===== src/rtl/stack_pkg.sv =====
package stack_pkg;
  localparam int unsigned RF_AW    = 4;
  localparam logic [3:0]  OPC_STACK = 4'hF;
  localparam logic [7:0]  SEL_POP   = 8'd1;
  localparam logic [7:0]  SEL_PUSH  = 8'd2;
  localparam logic [RF_AW-1:0] SP_IDX = RF_AW'(14);

  typedef enum logic [1:0] {
    ST_IDLE,
    ST_MEM,
    ST_WSP,
    ST_WREG
  } st_e;

  typedef struct packed {
    logic             legal;
    logic             is_push;
    logic [RF_AW-1:0] rn;
  } dec_t;
endpackage


===== src/rtl/stack_decode.sv =====
module stack_decode
  import stack_pkg::*;
(
  input  logic [15:0] instr,
  output dec_t        dec
);
  logic opc_hit;
  logic is_pop;
  logic is_push;

  always_comb begin
    opc_hit = (instr[15:12] == OPC_STACK);
    is_pop  = (instr[7:0] == SEL_POP);
    is_push = (instr[7:0] == SEL_PUSH);
    dec.legal   = opc_hit && (is_pop || is_push);
    dec.is_push = is_push;
    dec.rn      = instr[11:8];
  end
endmodule


===== src/rtl/stack_agen.sv =====
module stack_agen #(
  parameter int unsigned DW   = 32,
  parameter int unsigned STEP = 4
) (
  input  logic [DW-1:0] sp,
  input  logic          push_now,
  input  logic [DW-1:0] addr_q,
  input  logic          push_q,
  output logic [DW-1:0] base,
  output logic [DW-1:0] sp_upd
);
  localparam logic [DW-1:0] STEP_V = DW'(STEP);

  always_comb begin
    base   = push_now ? (sp - STEP_V) : sp;
    sp_upd = push_q ? addr_q : (addr_q + STEP_V);
  end
endmodule


===== src/rtl/stack_ctrl.sv =====
module stack_ctrl
  import stack_pkg::*;
#(
  parameter int unsigned DW = 32
) (
  input  logic             clk,
  input  logic             rst_n,
  input  logic             instr_valid,
  output logic             instr_ready,
  input  dec_t             dec,
  input  logic [DW-1:0]    rd_data,
  input  logic [DW-1:0]    base_in,
  input  logic [DW-1:0]    sp_upd,
  output logic [DW-1:0]    addr_q,
  output logic             push_q,
  output logic             mem_req,
  output logic             mem_we,
  output logic [DW-1:0]    mem_addr,
  output logic [DW-1:0]    mem_wdata,
  input  logic             mem_ready,
  input  logic [DW-1:0]    mem_rdata,
  output logic             rf_wr_en,
  output logic [RF_AW-1:0] rf_wr_addr,
  output logic [DW-1:0]    rf_wr_data,
  output logic             done,
  output logic             illegal
);
  st_e              state;
  logic [RF_AW-1:0] rn_q;
  logic [DW-1:0]    wdata_q;
  logic [DW-1:0]    rdata_q;
  logic             accept;

  always_comb begin
    instr_ready = (state == ST_IDLE);
    accept      = instr_valid && instr_ready;
    illegal     = accept && !dec.legal;
  end

  always_ff @(posedge clk) begin
    if (!rst_n) begin
      state   <= ST_IDLE;
      push_q  <= 1'b0;
      rn_q    <= '0;
      addr_q  <= '0;
      wdata_q <= '0;
      rdata_q <= '0;
    end else begin
      case (state)
        ST_IDLE: if (accept && dec.legal) begin
          push_q  <= dec.is_push;
          rn_q    <= dec.rn;
          addr_q  <= base_in;
          wdata_q <= rd_data;
          state   <= ST_MEM;
        end
        ST_MEM: if (mem_ready) begin
          if (!push_q) rdata_q <= mem_rdata;
          state <= ST_WSP;
        end
        ST_WSP:  state <= push_q ? ST_IDLE : ST_WREG;
        ST_WREG: state <= ST_IDLE;
        default: state <= ST_IDLE;
      endcase
    end
  end

  always_comb begin
    mem_req    = (state == ST_MEM);
    mem_we     = push_q;
    mem_addr   = addr_q;
    mem_wdata  = wdata_q;
    rf_wr_en   = (state == ST_WSP) || (state == ST_WREG);
    rf_wr_addr = (state == ST_WSP) ? SP_IDX : rn_q;
    rf_wr_data = (state == ST_WSP) ? sp_upd : rdata_q;
    done       = ((state == ST_WSP) && push_q) || (state == ST_WREG);
  end


  req_hold_chk: assert property (@(posedge clk) disable iff (!rst_n)
    (mem_req && !mem_ready) |=> (mem_req && $stable(mem_addr) && $stable(mem_we) && $stable(mem_wdata)));


  req_drop_chk: assert property (@(posedge clk) disable iff (!rst_n)
    (mem_req && mem_ready) |=> !mem_req);


  illegal_quiet_chk: assert property (@(posedge clk) disable iff (!rst_n)
    illegal |-> (!mem_req && !rf_wr_en && !done));


  illegal_idle_chk: assert property (@(posedge clk) disable iff (!rst_n)
    illegal |=> (instr_ready && !mem_req));


  done_write_chk: assert property (@(posedge clk) disable iff (!rst_n)
    done |-> rf_wr_en);


  done_pulse_chk: assert property (@(posedge clk) disable iff (!rst_n)
    done |=> !done);


  busy_block_chk: assert property (@(posedge clk) disable iff (!rst_n)
    (mem_req || rf_wr_en) |-> !instr_ready);


  pop_order_chk: assert property (@(posedge clk) disable iff (!rst_n)
    (rf_wr_en && !done) |=> (rf_wr_en && done));
endmodule


===== src/rtl/stack_unit.sv =====
module stack_unit #(
  parameter int unsigned DW   = 32,
  parameter int unsigned STEP = 4
) (
  input  logic          clk,
  input  logic          rst_n,
  input  logic          instr_valid,
  output logic          instr_ready,
  input  logic [15:0]   instr,
  output logic [3:0]    rf_rd_addr,
  input  logic [DW-1:0] rf_rd_data,
  input  logic [DW-1:0] rf_sp_data,
  output logic          rf_wr_en,
  output logic [3:0]    rf_wr_addr,
  output logic [DW-1:0] rf_wr_data,
  output logic          mem_req,
  output logic          mem_we,
  output logic [DW-1:0] mem_addr,
  output logic [DW-1:0] mem_wdata,
  input  logic          mem_ready,
  input  logic [DW-1:0] mem_rdata,
  output logic          done,
  output logic          illegal
);
  import stack_pkg::*;

  dec_t          dec;
  logic [DW-1:0] base;
  logic [DW-1:0] sp_upd;
  logic [DW-1:0] addr_q;
  logic          push_q;

  assign rf_rd_addr = dec.rn;

  stack_decode u_dec (
    .instr (instr),
    .dec   (dec)
  );

  stack_agen #(.DW(DW), .STEP(STEP)) u_agen (
    .sp       (rf_sp_data),
    .push_now (dec.is_push),
    .addr_q   (addr_q),
    .push_q   (push_q),
    .base     (base),
    .sp_upd   (sp_upd)
  );

  stack_ctrl #(.DW(DW)) u_ctrl (
    .clk         (clk),
    .rst_n       (rst_n),
    .instr_valid (instr_valid),
    .instr_ready (instr_ready),
    .dec         (dec),
    .rd_data     (rf_rd_data),
    .base_in     (base),
    .sp_upd      (sp_upd),
    .addr_q      (addr_q),
    .push_q      (push_q),
    .mem_req     (mem_req),
    .mem_we      (mem_we),
    .mem_addr    (mem_addr),
    .mem_wdata   (mem_wdata),
    .mem_ready   (mem_ready),
    .mem_rdata   (mem_rdata),
    .rf_wr_en    (rf_wr_en),
    .rf_wr_addr  (rf_wr_addr),
    .rf_wr_data  (rf_wr_data),
    .done        (done),
    .illegal     (illegal)
  );
endmodule


===== config.mk =====
export PLATFORM = sky130hd
export DESIGN_NAME = stack_unit
export DESIGN_NICKNAME = d
export VERILOG_FILES = /design/src/rtl/stack_pkg.sv /design/src/rtl/stack_decode.sv /design/src/rtl/stack_agen.sv /design/src/rtl/stack_ctrl.sv /design/src/rtl/stack_unit.sv
export SDC_FILE = /design/constraint.sdc
export NUM_CORES = 1
export LEC_CHECK = 0
export ABC_AREA = 1
export BUFFER_PORTS_ARGS = -buffer_cell sky130_fd_sc_hd__buf_2
export CORE_MARGIN = 1.5
export CORE_UTILIZATION = 30
export CTS_CLUSTER_SIZE = 30
export DETAILED_ROUTE_END_ITERATION = 7
export PLACE_DENSITY = 0.51
export SYNTH_ARGS = -nofsm -noshare
export SYNTH_HDL_FRONTEND = slang
export SYNTH_SLANG_ARGS = --single-unit

===== constraint.sdc =====
create_clock -name clk -period 3.11 [get_ports clk]
set_input_delay 0.311 -clock clk [delete_from_list [all_inputs] [get_ports clk]]
set_output_delay 0.311 -clock clk [all_outputs]
set_load 0.05 [all_outputs]

# [Yosys cells after proc, flatten, opt, wreduce, memory -nomap -nowiden]
# Index checks and enable logic that the tools add are counted.
# Widths: inputs -> output; s select.
[op_classes] add_sub_neg=2 eq_ne=8 muxes=8 bitwise=1 n_reduce_logical=13
[ops] op="$mux 32" count=3
[ops] op="$add 32x3->32 const B" count=1
[ops] op="$sub 32x3->32 const B" count=1
[ops] op="$eq 8x1->1 const B" count=1
[ops] op="$eq 8x2->1 const B" count=1
[ops] op="$pmux 2 s4" count=1
[ops] op="$mux 2" count=3
[ops] op="$logic_and 1x1->1" count=5
[ops] op="$eq 2x2->1 const B" count=2
[ops] op="$eq 4x4->1 const B" count=1
[ops] op="$mux 4" count=1
[ops] op="$ne 2x1->1 const B" count=2
[ops] op="$reduce_and 2->1" count=2
[ops] op="$logic_or 1x1->1" count=3
[ops] op="$reduce_and 3->1" count=1
[ops] op="$eq 2x1->1 const B" count=1
[ops] op="$logic_not 2->1" count=1
[ops] op="$logic_not 1->1" count=1
[ops] op="$not 1->1" count=1
[totals] register_bits=103 input_bits=116 out_inout_bits=110 word_cells=38

# [Logic depth before layout (Yosys ltp)]
# Gate-level depths: netlist of the first run.
[logic_depth] ltp_word=6 ltp_mapped=12 mapped_depth_nobuf=12

# [By module]
# A second synthesis of the first run with hierarchy kept.
[unflattened] cells_unflattened=1294 area_unflattened_um2=7568.5
[modules_own_cells] mod="stack_ctrl" n_inst=1 cells_per_inst=932 area_per_inst_um2=5665.4 seq_area_each_um2=2062.0
[modules_own_cells] mod="stack_agen" n_inst=1 cells_per_inst=337 area_per_inst_um2=1788.0 seq_area_each_um2=0.0
[modules_own_cells] mod="stack_decode" n_inst=1 cells_per_inst=25 area_per_inst_um2=115.1 seq_area_each_um2=0.0

# [Least setup slack after synthesis of the first run]
# OpenSTA, ideal clock, no wires.
[synth_path] path_type="reg2out" from="register u_ctrl.addr_q[5]" to="output rf_wr_data[18]" arrival_time_ps=2723 required_time_ps=2799 path_slack_ps=76 path_stages_with_launch=7 n_path_buf=0 cell_sequence="dfxtp_1 > nand2_1 > nor3_2 > nand2_2 > nor2_4 > o21ai_0 > o21ai_0"
[synth_via] elab_chain_len=3
[synth_lines] item="start: declaration" line_no="stack_ctrl.sv:14" text="output logic [DW-1:0] addr_q,"
[synth_lines] item="start signal: assignment" line_no="stack_ctrl.sv:53" text="addr_q <= base_in;"
[synth_lines] item="$add 32x3->32" line_no="stack_agen.sv:16" text="sp_upd = push_q ? addr_q : (addr_q + STEP_V);"
[synth_lines] item="$mux 32" line_no="stack_agen.sv:16"
[synth_lines] item="$mux 32" line_no="stack_ctrl.sv:75" text="rf_wr_data = (state == ST_WSP) ? sp_upd : rdata_q;"
[synth_lines] item="end: declaration" line_no="stack_unit.sv:15" text="output logic [DW-1:0] rf_wr_data,"
# Every way passes these cells.

# [Worst setup path in the final report of the first run]
[layout_path] from="register u_ctrl.push_q, in the netlist u_ctrl.mem_we" to="output rf_wr_data[18]"
[layout_via] elab_chain_len=2
[layout_lines] item="start: declaration" line_no="stack_ctrl.sv:15" text="output logic push_q,"
[layout_lines] item="start signal: assignment" line_no="stack_ctrl.sv:51" text="push_q <= dec.is_push;"
[layout_lines] item="$mux 32" line_no="stack_agen.sv:16"
[layout_lines] item="$mux 32" line_no="stack_ctrl.sv:75"
# Every way passes these cells.

==> results of run 1 <==
-- where the power goes --
part / switching [µW] / internal, µW / total [µW]
combinational: 726 / 257 / 983
clock: 597 / 576 / 1170
sequential: 38.7 / 1390 / 1430
-- layout by cell type (no fill, tap or decap) --
cell type,netlist,routed
nand4_1,10,10
buf_2,12,225
o211ai_1,2,2
nor2_1,223,222
clkinv_8,0,3
inv_6,0,1
nand3_2,1,1
buf_4,5,6
xnor2_1,8,8
clkinv_4,0,2
nand3b_1,1,1
o21ai_0,109,109
ha_1,2,2
nor3_2,1,1
a31oi_1,1,1
clkbuf_16,0,9
xor2_1,13,13
o21bai_1,1,1
nor2_4,3,3
buf_12,0,2
nor3_1,8,8
o21ai_1,8,8
o31ai_1,1,1
clkinv_1,1,1
or2_2,4,4
inv_8,0,1
inv_1,85,85
nand2_2,2,2
nor3_4,2,2
dfxtp_1,103,103
a21oi_1,33,33
nor2_2,5,6
a21o_1,2,2
nand3_1,62,62
nand2_1,200,200
inv_2,1,1
-- flip-flops by register name, indices dropped and copies added, names as in the netlist --
name,flops
u_ctrl.addr_q,32
u_ctrl.mem_wdata,32
u_ctrl.mem_we,1
u_ctrl.rdata_q,32
u_ctrl.rn_q,4
u_ctrl.state,2
-- worst max-delay path by stage --
stage,start,slack (ns),to
floorplan,u_ctrl.addr_q[5],0.08,rf_wr_data[18]
global placement,u_ctrl.addr_q[4],0.78,rf_wr_data[19]
detailed placement,u_ctrl.addr_q[4],0.79,rf_wr_data[19]
CTS,u_ctrl.addr_q[4],0.40,rf_wr_data[19]
global route,u_ctrl.addr_q[2],0.17,rf_wr_data[23]
finish,u_ctrl.mem_we,0.41,rf_wr_data[18]
-- cells in the mapped netlist, types with 2 or more instances --
cell / number / share of area
o21ai_1: 8 / 0.0070
clkbuf_1: 24 / 0.016
dfxtp_1: 103 / 0.36
a21oi_1: 33 / 0.029
nor2_2: 5 / 0.0054
buf_4: 5 / 0.0065
nor3_4: 2 / 0.0057
o211ai_1: 2 / 0.0026
xor2_1: 13 / 0.020
nor2_4: 3 / 0.0059
nand3_1: 62 / 0.054
nor3_1: 8 / 0.0070
nand2_1: 200 / 0.13
ha_1: 2 / 0.0043
a21o_1: 2 / 0.0026
buf_2: 12 / 0.010
or2_2: 4 / 0.0043
inv_1: 85 / 0.055
nand2_2: 2 / 0.0022
o21ai_0: 109 / 0.095
nor2_1: 223 / 0.15
nand4_1: 10 / 0.011
xnor2_1: 8 / 0.012
-- cell families after synthesis --
| logic type | count (synthesis) | share of synthesized area |
|---|---|---|
| buffers and inverters | 129 | 0.09022 |
| AND/OR/NAND/NOR | 522 | 0.3759 |
| AO/OA/AOI/OAI | 157 | 0.1393 |
| adder cells (fa/ha/maj) | 2 | 0.004347 |
| XOR/XNOR | 21 | 0.03196 |
| flip-flops | 103 | 0.3583 |
-- per-layer routing --
layer,vias to the layer above,part of all wire,wire length (µm),track usage
met5,-,0,0,0
li1,3370,-,-,-
met4,0,0.012,236,0.04883
met3,12,0.060,1229,0.04826
met2,171,0.47,9660,0.3547
met1,2808,0.45,9225,0.2592
-- worst register-to-register path: stages, from the launching register on --
cell	delay, ns
dfxtp_1	0.35
nor2_2	0.19
nand2_1	0.16
nor3_4	0.55
buf_4	0.44
nor2_1	0.09
nor2_1	0.11
-- through the flow --
step | std cells | hold WS (ns) | power (µW) | cell area, µm² | setup WS [ns]
final | 1375 | 0.1906 | 3583 | 7381 | 0.4139
after global routing | 1375 | 0.2042 | 3770 | 7381 | 0.1716
after CTS | 1375 | 0.1851 | 3630 | 7381 | 0.4029
after detailed placement | 1359 | 0.4537 | 2453 | 7069 | 0.7914
after global placement | 1359 | 0.4416 | 2452 | 7069 | 0.7844
after floorplan | 934 | 0.4300 | 2157 | 5756 | 0.07627
-- cell type report --
type | instances | area, µm² | share of cell area
clock inverters | 7 | 86.33 | 0.01170
repair buffers | 233 | 1211 | 0.1641
inverters | 87 | 326.6 | 0.04424
multi-input cells | 702 | 3177 | 0.4304
flip-flops and latches | 103 | 2062 | 0.2794
clock buffers | 9 | 225.2 | 0.03051
well taps | 234 | 292.8 | 0.03967
==> reports/results.ini, run 1 <==
[run_status]
run_status = finished, final reports clean

[synthesis]
synth_top_flop_cell = dfxtp_1
postSynthCellCount = 934
post_synth_instance_area_um2 = 5756
yosysWarningCount = 0
synth_seq_cells = 103
syn-num-nets = 1052
seq_area_frac_synth = 0.3583
syn-mean-instance-area_um2 = 6.162
postSynth.asyncResetShare = 0
synth-edff-count = 0
post_synth_num_cell_types = 32

[critical_path]
rr_worst_depth = 6
crit-reg2reg-capture = u_ctrl.mem_wdata[23]
timing.critical_path.cells = inv_1, nand2_1, nor3_2, nand2_2, nor2_4, o21ai_0, o21ai_0, buf_2
setup.reg_to_reg.worst_slack_ns = 1.17
timing.critical_path.required_ns = 2.80
cp_num_cells = 8
end_kind = primary output
cp_num_buf_inv = 2
critPathArrivalTime_ns = 2.39
critical_path_class = register to primary output
worstReg2RegStart = u_ctrl.state[1]
worst_path_largest_cell_delay_ns = 0.40
max_stage_delay_cell_worst_path = dfxtp_1
critPathLaunchType = register
path_max_fanout = 8
timing.critical_path.mode_cell = o21ai_0
timing.critical_path.max_delay_family = simple AND/OR/NAND/NOR gates

[clock_network]
numClockSinks = 103
clock_tree.htree_level_count = 3
cts_made_buffers = 9
tritoncts = done
cts.repair.resized = 0
register_clock_pin_slew_on_the_reported_worst_setup_and_hold_paths_ns = 0.09
clockRootBuffer = clkbuf_16
cts.repair_timing.setup_buffer_count = 0
max-clock-path-buffers = 2
cts.hold.buffers_added = 0
clock_insertion_delay_worst_skew_ns = 0.36

[sta]
max_slew.worst_pin.slew_ns = 1.032
grt_setup_unrepaired = false
post-route-period-util = 0.8669
final_slew_viol_count = 0
maxClockFrequency_mhz = 370.9
finalSetupViolCount = 0
clock_skew_ns = 0.009654
final_period_minus_worst_setup_slack_ns = 2.696
setup_total_negative_slack_ns = 0
timing_hold_violations_final = 0
slew_limit_headroom = 0.3115

[min_path]
holdPathEnd = u_ctrl.mem_wdata[29]
min-delay-path-class = primary input to register
hold_path_origin = rf_rd_data[29]
whs_path_depth = 3

[grt]
overall_global_routing_resource_usage = 0.2054
overflow = 0
first_global_vias = 5994
grt_max_degree = 58
grt_antenna_before_repair = 0
grt_pass1_wl_mm = 32.11

[power]
max-vdd-ir-drop_mv = 0.3204
static-leakage-power_uw = 0.003613
power_density_normalized_to_cell_area_nw_per_um2 = 485.4

[floorplan]
top_level_ports = 226
floorplan.rows = 50
design.die.area_um2 = 20030
coreArea_um2 = 18770
initial_cell_density_of_the_core = 0.3067
y_dimension_of_the_die_um = 141.5
die_x_um = 141.5

[drt]
route.vias.total = 6361
totalWireLength_mm = 20.35
detail-route-antenna-nets = 0
routed_wire_length_per_instance_um = 14.80
viasPerCell = 4.626
drtPass1Iterations = 5
drc = 0
drt_iter0_markers = 271

[job]
timing.max_cap.violations = 0

[layout]
final_layout_size_suffix_gt1_frac = 0.2358
finalNetCount = 1254
fill_cells = 2100
final_util = 0.3933
syn2layout_area_growth_pct = 28.24
n_antenna_cell = 0

[place]
io_buffer_count = 225
finalWeightedCongestion = 0.8642
hpwl_mm = 15.98

(Power assumes the default switching activity.)
==> inputs of run 2 (changes only) <==
Settings changed: CORE_ASPECT_RATIO set to 0.9.
==> run 2 against run 1 <==
  * Final area grew 0.10%
  * Hold slack gained 0.0099 ns
  * Clock-buffer cell count grew 1
  * Sequential power is essentially flat
  * First-iteration DRC count grew 11%
  * Sequential cell count is the same
  * Final cell count grew 0.80%
  * Routed wire length grew 0.98%
  * Largest power group unchanged
==> reports/results.ini, run 2 (same netlist as run 1, synthesis figures left out) <==
[critical_path]
max_stage_delay_cell_worst_path = dfxtp_1
critPathLaunchType = register
path_max_fanout = 7
crit-reg2reg-capture = u_ctrl.rdata_q[15]
timing.critical_path.max_delay_family = simple AND/OR/NAND/NOR gates
critPathArrivalTime_ns = 2.37
cp_num_buf_inv = 2
critical_path_class = register to primary output
setup.reg_to_reg.worst_slack_ns = 1.27
worst_path_largest_cell_delay_ns = 0.50
worstReg2RegStart = u_ctrl.mem_we
end_kind = primary output
timing.critical_path.cells = nand2_1, inv_1, nand2_1, nor3_4, nand2_2, nor2_2, nand2_1, nand2_1, nand3_1, nand2_1, buf_2
timing.critical_path.mode_cell = nand2_1
rr_worst_depth = 7
timing.critical_path.required_ns = 2.80

[floorplan]
design.die.area_um2 = 20030
y_dimension_of_the_die_um = 134.4
die_x_um = 149
floorplan.rows = 47
initial_cell_density_of_the_core = 0.3097
coreArea_um2 = 18580
top_level_ports = 226

[layout]
final_cell_mix = 225 x buf_2, 222 x nor2_1, 200 x nand2_1, 109 x o21ai_0, 103 x dfxtp_1
final_layout_size_suffix_gt1_frac = 0.2351
final_common_cell = buf_2
finalNetCount = 1253
syn2layout_area_growth_pct = 28.37
final_cell_count_no_fill = 1386
fill_cells = 2112

[drt]
routed_wire_length_per_instance_um = 14.83
detail-route-antenna-nets = 0
drc = 0
viasPerCell = 4.645
drt_iter0_markers = 300
drtPass1Iterations = 5
route.vias.total = 6438
totalWireLength_mm = 20.55

[sta]
setup_total_negative_slack_ns = 0
timing_hold_violations_final = 0
hold-worst-slack_ns = 0.2005
final_period_minus_worst_setup_slack_ns = 2.685
final_slew_viol_count = 0
post-route-period-util = 0.8633
max_slew.worst_pin.slew_ns = 0.7338
slew_limit_headroom = 0.5101
clock_skew_ns = 0.008342
grt_setup_unrepaired = false
maxClockFrequency_mhz = 372.5
postLayoutSetupSlackWorst_ns = 0.4252
finalSetupViolCount = 0

[clock_network]
cts.hold.buffers_added = 0
clock_tree.htree_level_count = 3
max-clock-path-buffers = 2
numClockSinks = 103
tritoncts = done
register_clock_pin_slew_on_the_reported_worst_setup_and_hold_paths_ns = 0.08
cts_made_buffers = 9
cts.repair_timing.setup_buffer_count = 0
clock_insertion_delay_worst_skew_ns = 0.36
clockRootBuffer = clkbuf_16
cts.repair.resized = 0

[grt]
globalRouteMet1Util = 0.2824
overall_global_routing_resource_usage = 0.2063
grt_max_degree = 90
grt_pass1_wl_mm = 32.01
overflow = 0
grt_antenna_before_repair = 3
grt_util_met2 = 0.3264
globalRouteMet3Util = 0.05884
first_global_vias = 5896
grt_busiest_layer = met2

[min_path]
min-delay-path-class = primary input to register
holdPathEnd = u_ctrl.mem_wdata[7]
whs_path_depth = 3
hold_path_origin = rf_rd_data[7]

[place]
io_buffer_count = 225
dp_cells = 1369
hpwl_mm = 16.08
detailedPlace.worstSlack_ns = 0.7917
finalWeightedCongestion = 0.8663

[power]
static-leakage-power_uw = 0.003610
power_density_normalized_to_cell_area_nw_per_um2 = 481.7
max-vdd-ir-drop_mv = 0.2579
power.total_uw = 3559

[run_status]
run_status = finished, final reports clean

[job]
timing.max_cap.violations = 0

## run 2: cell count changes in the layout (fill, tap and decap cells not counted)
cell / delta
buf_4: -2
diode_2: +1
clkinv_8: -3
inv_8: +2
buf_12: +1
clkinvlp_4: +1
clkbuf_8: +1
clkinv_4: -1
## run 2: cell type report
class                   count  area, µm²  area share
repair buffers            232       1216      0.1646
clock inverters             6      58.81    0.007959
inverters                  87      326.6     0.04420
clock buffers              10      239.0     0.03235
multi-input cells         702       3177      0.4300
well taps                 245      306.5     0.04149
diodes                      1      2.502   0.0003387
flip-flops and latches    103       2062      0.2791
## run 2: worst register-to-register path: stages (launching register included)
cell and delay (ns):
dfxtp_1 0.47, inv_1 0.22, nand3_1 0.14, buf_4 0.30, inv_1 0.15, buf_4 0.26, nor2_1 0.14, nor2_1 0.06
## run 2: per-stage QoR
step / instance area, µm² / utilization
global route: 7386 / 0.3975
global placement: 7088 / 0.3814
floorplan: 5756 / -
detailed placement: 7088 / 0.3814
finish: 7388 / 0.3976
CTS: 7386 / 0.3975
## run 2: layer usage
metal  routed length, µm  part of all wire
met1                9686              0.47
met2                9179              0.45
met3                1594             0.078
met4                  90            0.0044
met5                   0                 0
## run 2: report_power, final
group,leakage (µW),switching (µW),internal (µW)
combinational,0.00263,735,253
clock,0.000145,557,587
sequential,0.000830,38.6,1390
total,0.00361,1330,2230
## run 2: worst max path at each step
stage                           startpoint             end  slack, ns  depth (start not counted)
final                     u_ctrl.addr_q[4]  rf_wr_data[23]       0.43                         11
after global routing      u_ctrl.addr_q[2]  rf_wr_data[31]       0.17                         11
after CTS                 u_ctrl.addr_q[4]  rf_wr_data[23]       0.40                         11
after detailed placement  u_ctrl.addr_q[4]  rf_wr_data[23]       0.79                         11
after global placement    u_ctrl.addr_q[5]  rf_wr_data[23]       0.81                          9
after floorplan           u_ctrl.addr_q[5]  rf_wr_data[18]       0.08                          6
==> inputs of run 3 (changes only) <==
Settings changed: ABC_AREA 1 to not set, PLACE_DENSITY 0.51 to 0.52, SLEW_MARGIN set to 0.
==> run 3 against run 2 <==
  * Fmax is 6.5% lower
  * Clock power is 8% higher
  * Via count shrank 17%
  * Routed wire length decreased by 14%
  * Utilization up 1.1 points
  * Hold slack worse by 0.011 ns
  * Final area fell by 5.2%
  * Combinational power fell by 81%
  * Largest cell class unchanged
==> reports/results.ini, run 3 <==
[power]
p_clk_frac = 0.451
p_sw_uw = 618.9
power_report.internal_total_uw = 2114
sw_frac_of_total = 0.2265
power_density_normalized_to_cell_area_nw_per_um2 = 390.3
max-vdd-ir-drop_mv = 0.2370
static-leakage-power_uw = 0.002799
pwr-share-seq = 0.482
comb_power_share = 0.067

[critical_path]
timing.critical_path.required_ns = 2.80
worstReg2RegStart = u_ctrl.state[0]
timing.critical_path.cells = ha_1, nor2b_1, nand3_1, or3_1, xnor2_1, o21ai_1, buf_2
end_kind = primary output
rr_worst_depth = 5
setup.worst_path.start = u_ctrl.addr_q[3]
setup.reg_to_reg.worst_slack_ns = 1.27
critical_path_class = register to primary output
termination_of_the_worst_setup_path = rf_wr_data[18]
critPathArrivalTime_ns = 2.56
critPathLaunchType = register
max_stage_delay_cell_worst_path = or3_1
crit-reg2reg-capture = u_ctrl.rdata_q[16]
path_max_fanout = 7
worst_path_largest_cell_delay_ns = 0.46

[grt]
overall_global_routing_resource_usage = 0.1867
grt_max_degree = 80
overflow = 0
grt_pass1_wl_mm = 26.65
grt_antenna_before_repair = 0
first_global_vias = 4919

[clock_network]
clock_insertion_delay_worst_skew_ns = 0.35
register_clock_pin_slew_on_the_reported_worst_setup_and_hold_paths_ns = 0.07
max-clock-path-buffers = 2
clockRootBuffer = clkbuf_16
numClockSinks = 103
clock_tree.htree_level_count = 3
tritoncts = done
cts_made_buffers = 9

[sta]
grt_setup_unrepaired = false
maxClockFrequency_mhz = 348.3
timing_hold_violations_final = 0
final_period_minus_worst_setup_slack_ns = 2.871
postLayoutSetupSlackWorst_ns = 0.2387
slew_limit_headroom = 0.5819
clock_skew_ns = 0.004766
finalSetupViolCount = 0
max_slew.worst_pin.slew_ns = 0.6252
setup_total_negative_slack_ns = 0
post-route-period-util = 0.9232
final_slew_viol_count = 0

[synthesis]
synth_top_cell_by_area = dfxtp_1
syn-mean-instance-area_um2 = 7.679
postSynth.asyncResetShare = 0
synth.most_common_cell = nand2_1
synth-edff-count = 0
synth_seq_cells = 103
post_synth_num_cell_types = 49
yosysWarningCount = 0
post_synth_instance_area_um2 = 5314
netlist_top_cells_area = dfxtp_1 39%, nand2_1 13%, xnor2_1 6.4%, a21boi_0 5.8%, a21boi_1 4.2%
postSynthCellCount = 692
seq_area_frac_synth = 0.3880
syn-num-nets = 810
synth_top_area_frac = 0.3880
synth_top_flop_cell = dfxtp_1
yosys-top-cells-count = 183 x nand2_1, 103 x dfxtp_1, 43 x clkbuf_1

[layout]
final_cell_mix = 225 x buf_2, 183 x nand2_1, 103 x dfxtp_1, 41 x a21boi_0
final_layout_size_suffix_gt1_frac = 0.2969
final_common_cell = buf_2
n_antenna_cell = 0
finalNetCount = 1010
syn2layout_area_growth_pct = 31.76
fill_cells = 1888

[drt]
totalWireLength_mm = 17.60
detail-route-antenna-nets = 0
viasPerCell = 4.702
drtPass1Iterations = 4
route.vias.total = 5318
drt_iter0_markers = 228
drc = 0
routed_wire_length_per_instance_um = 15.56

[place]
finalWeightedCongestion = 0.8452
io_buffer_count = 225
hpwl_mm = 13.34
detailedPlace.worstSlack_ns = 0.5089

[floorplan]
floorplan.rows = 45
y_dimension_of_the_die_um = 129.3
initial_cell_density_of_the_core = 0.3105
die_x_um = 143.3
design.die.area_um2 = 18520
top_level_ports = 226
coreArea_um2 = 17120

[min_path]
min-delay-path-class = primary input to register

[run_status]
run_status = finished, final reports clean

[job]
timing.max_cap.violations = 0

## run 3: cell types whose count changed in the layout (fill, tap and decap cells not counted), moves of 9 or more
cell	delta
a21boi_0	+41
a21boi_1	+30
a21oi_1	-14
inv_1	-76
nand2_1	-17
nand3_1	-45
nor2_1	-210
nor4_1	+19
o21ai_0	-70
o21ai_1	+14
or3_1	+9
xnor2_1	+31
## run 3: per-layer routing
layer  up-vias  wire length (µm)  track usage
met4         0               375      0.06423
li1       2762                 -            -
met5         -                 0            0
met3        22               756      0.03178
met2       127              7818       0.2901
met1      2407              8651       0.2618
## run 3: power groups by stage
stage	combinational [µW]	clock (µW)	sequential [µW]
after global routing	200	1320	1320
after CTS	184	1270	1320
final	183	1230	1320
after global placement	185	0	1350
after floorplan	73.8	0	1350
after detailed placement	183	0	1350
## run 3: logic make-up after synthesis
| group | after synthesis | synth area share |
|---|---|---|
| fa+ha+maj | 2 | 0.004708 |
| mux | 3 | 0.006122 |
| buf+inv | 59 | 0.04615 |
| compound gates | 167 | 0.1980 |
| xor+xnor | 52 | 0.08571 |
| simple gates | 306 | 0.2713 |
| flops | 103 | 0.3880 |
## run 3: worst min-delay path by stage
stage              startpoint              endpoint  slack [ns]  depth (start not counted)
2_1_floorplan  u_ctrl.rn_q[1]        u_ctrl.rn_q[1]        0.43                          2
3_3_place_gp   u_ctrl.rn_q[0]        u_ctrl.rn_q[0]        0.44                          2
3_5_place_dp   u_ctrl.rn_q[0]        u_ctrl.rn_q[0]        0.44                          2
4_1_cts        rf_rd_data[26]  u_ctrl.mem_wdata[26]        0.17                          3
5_1_grt        rf_rd_data[26]  u_ctrl.mem_wdata[26]        0.18                          3
6_report       rf_rd_data[24]  u_ctrl.mem_wdata[24]        0.19                          3
## run 3: critical path, delay by kind of cell, from the launching register on
kind	cells	cell delay, ns
AND/OR/NAND/NOR	3	1.08
flip-flops	1	0.42
buffers and inverters	1	0.28
adder cells (fa/ha/maj)	1	0.17
XOR/XNOR	1	0.14
AO/OA/AOI/OAI	1	0.12
## run 3: timing repair
item,in CTS,in global routing
setup buffers,0,0
resized for setup,0,1
hold buffers,0,0
setup endpoints to repair,0,1
## run 3: stage by stage
stage	power, µW	hold slack [ns]	utilization	cells	area (µm²)
finish	2733	0.1898	0.4091	1131	7002
global route	2834	0.1781	0.4091	1131	7002
CTS	2772	0.1709	0.4088	1131	6998
detailed placement	1533	0.4402	0.3903	1116	6680
global placement	1534	0.4381	0.3903	1116	6680
floorplan	1424	0.4300	-	692	5314
## run 3: layout make-up
| type | count | area [µm²] | share of cell area |
|---|---|---|---|
| Inverter | 9 | 33.78 | 0.004825 |
| Clock buffer | 9 | 225.2 | 0.03217 |
| Sequential cell | 103 | 2062 | 0.2945 |
| Clock inverter | 6 | 92.59 | 0.01322 |
| Tap cell | 235 | 294.0 | 0.04199 |
| Timing Repair Buffer | 239 | 1269 | 0.1812 |
| Multi-Input combinational cell | 530 | 3025 | 0.4321 |
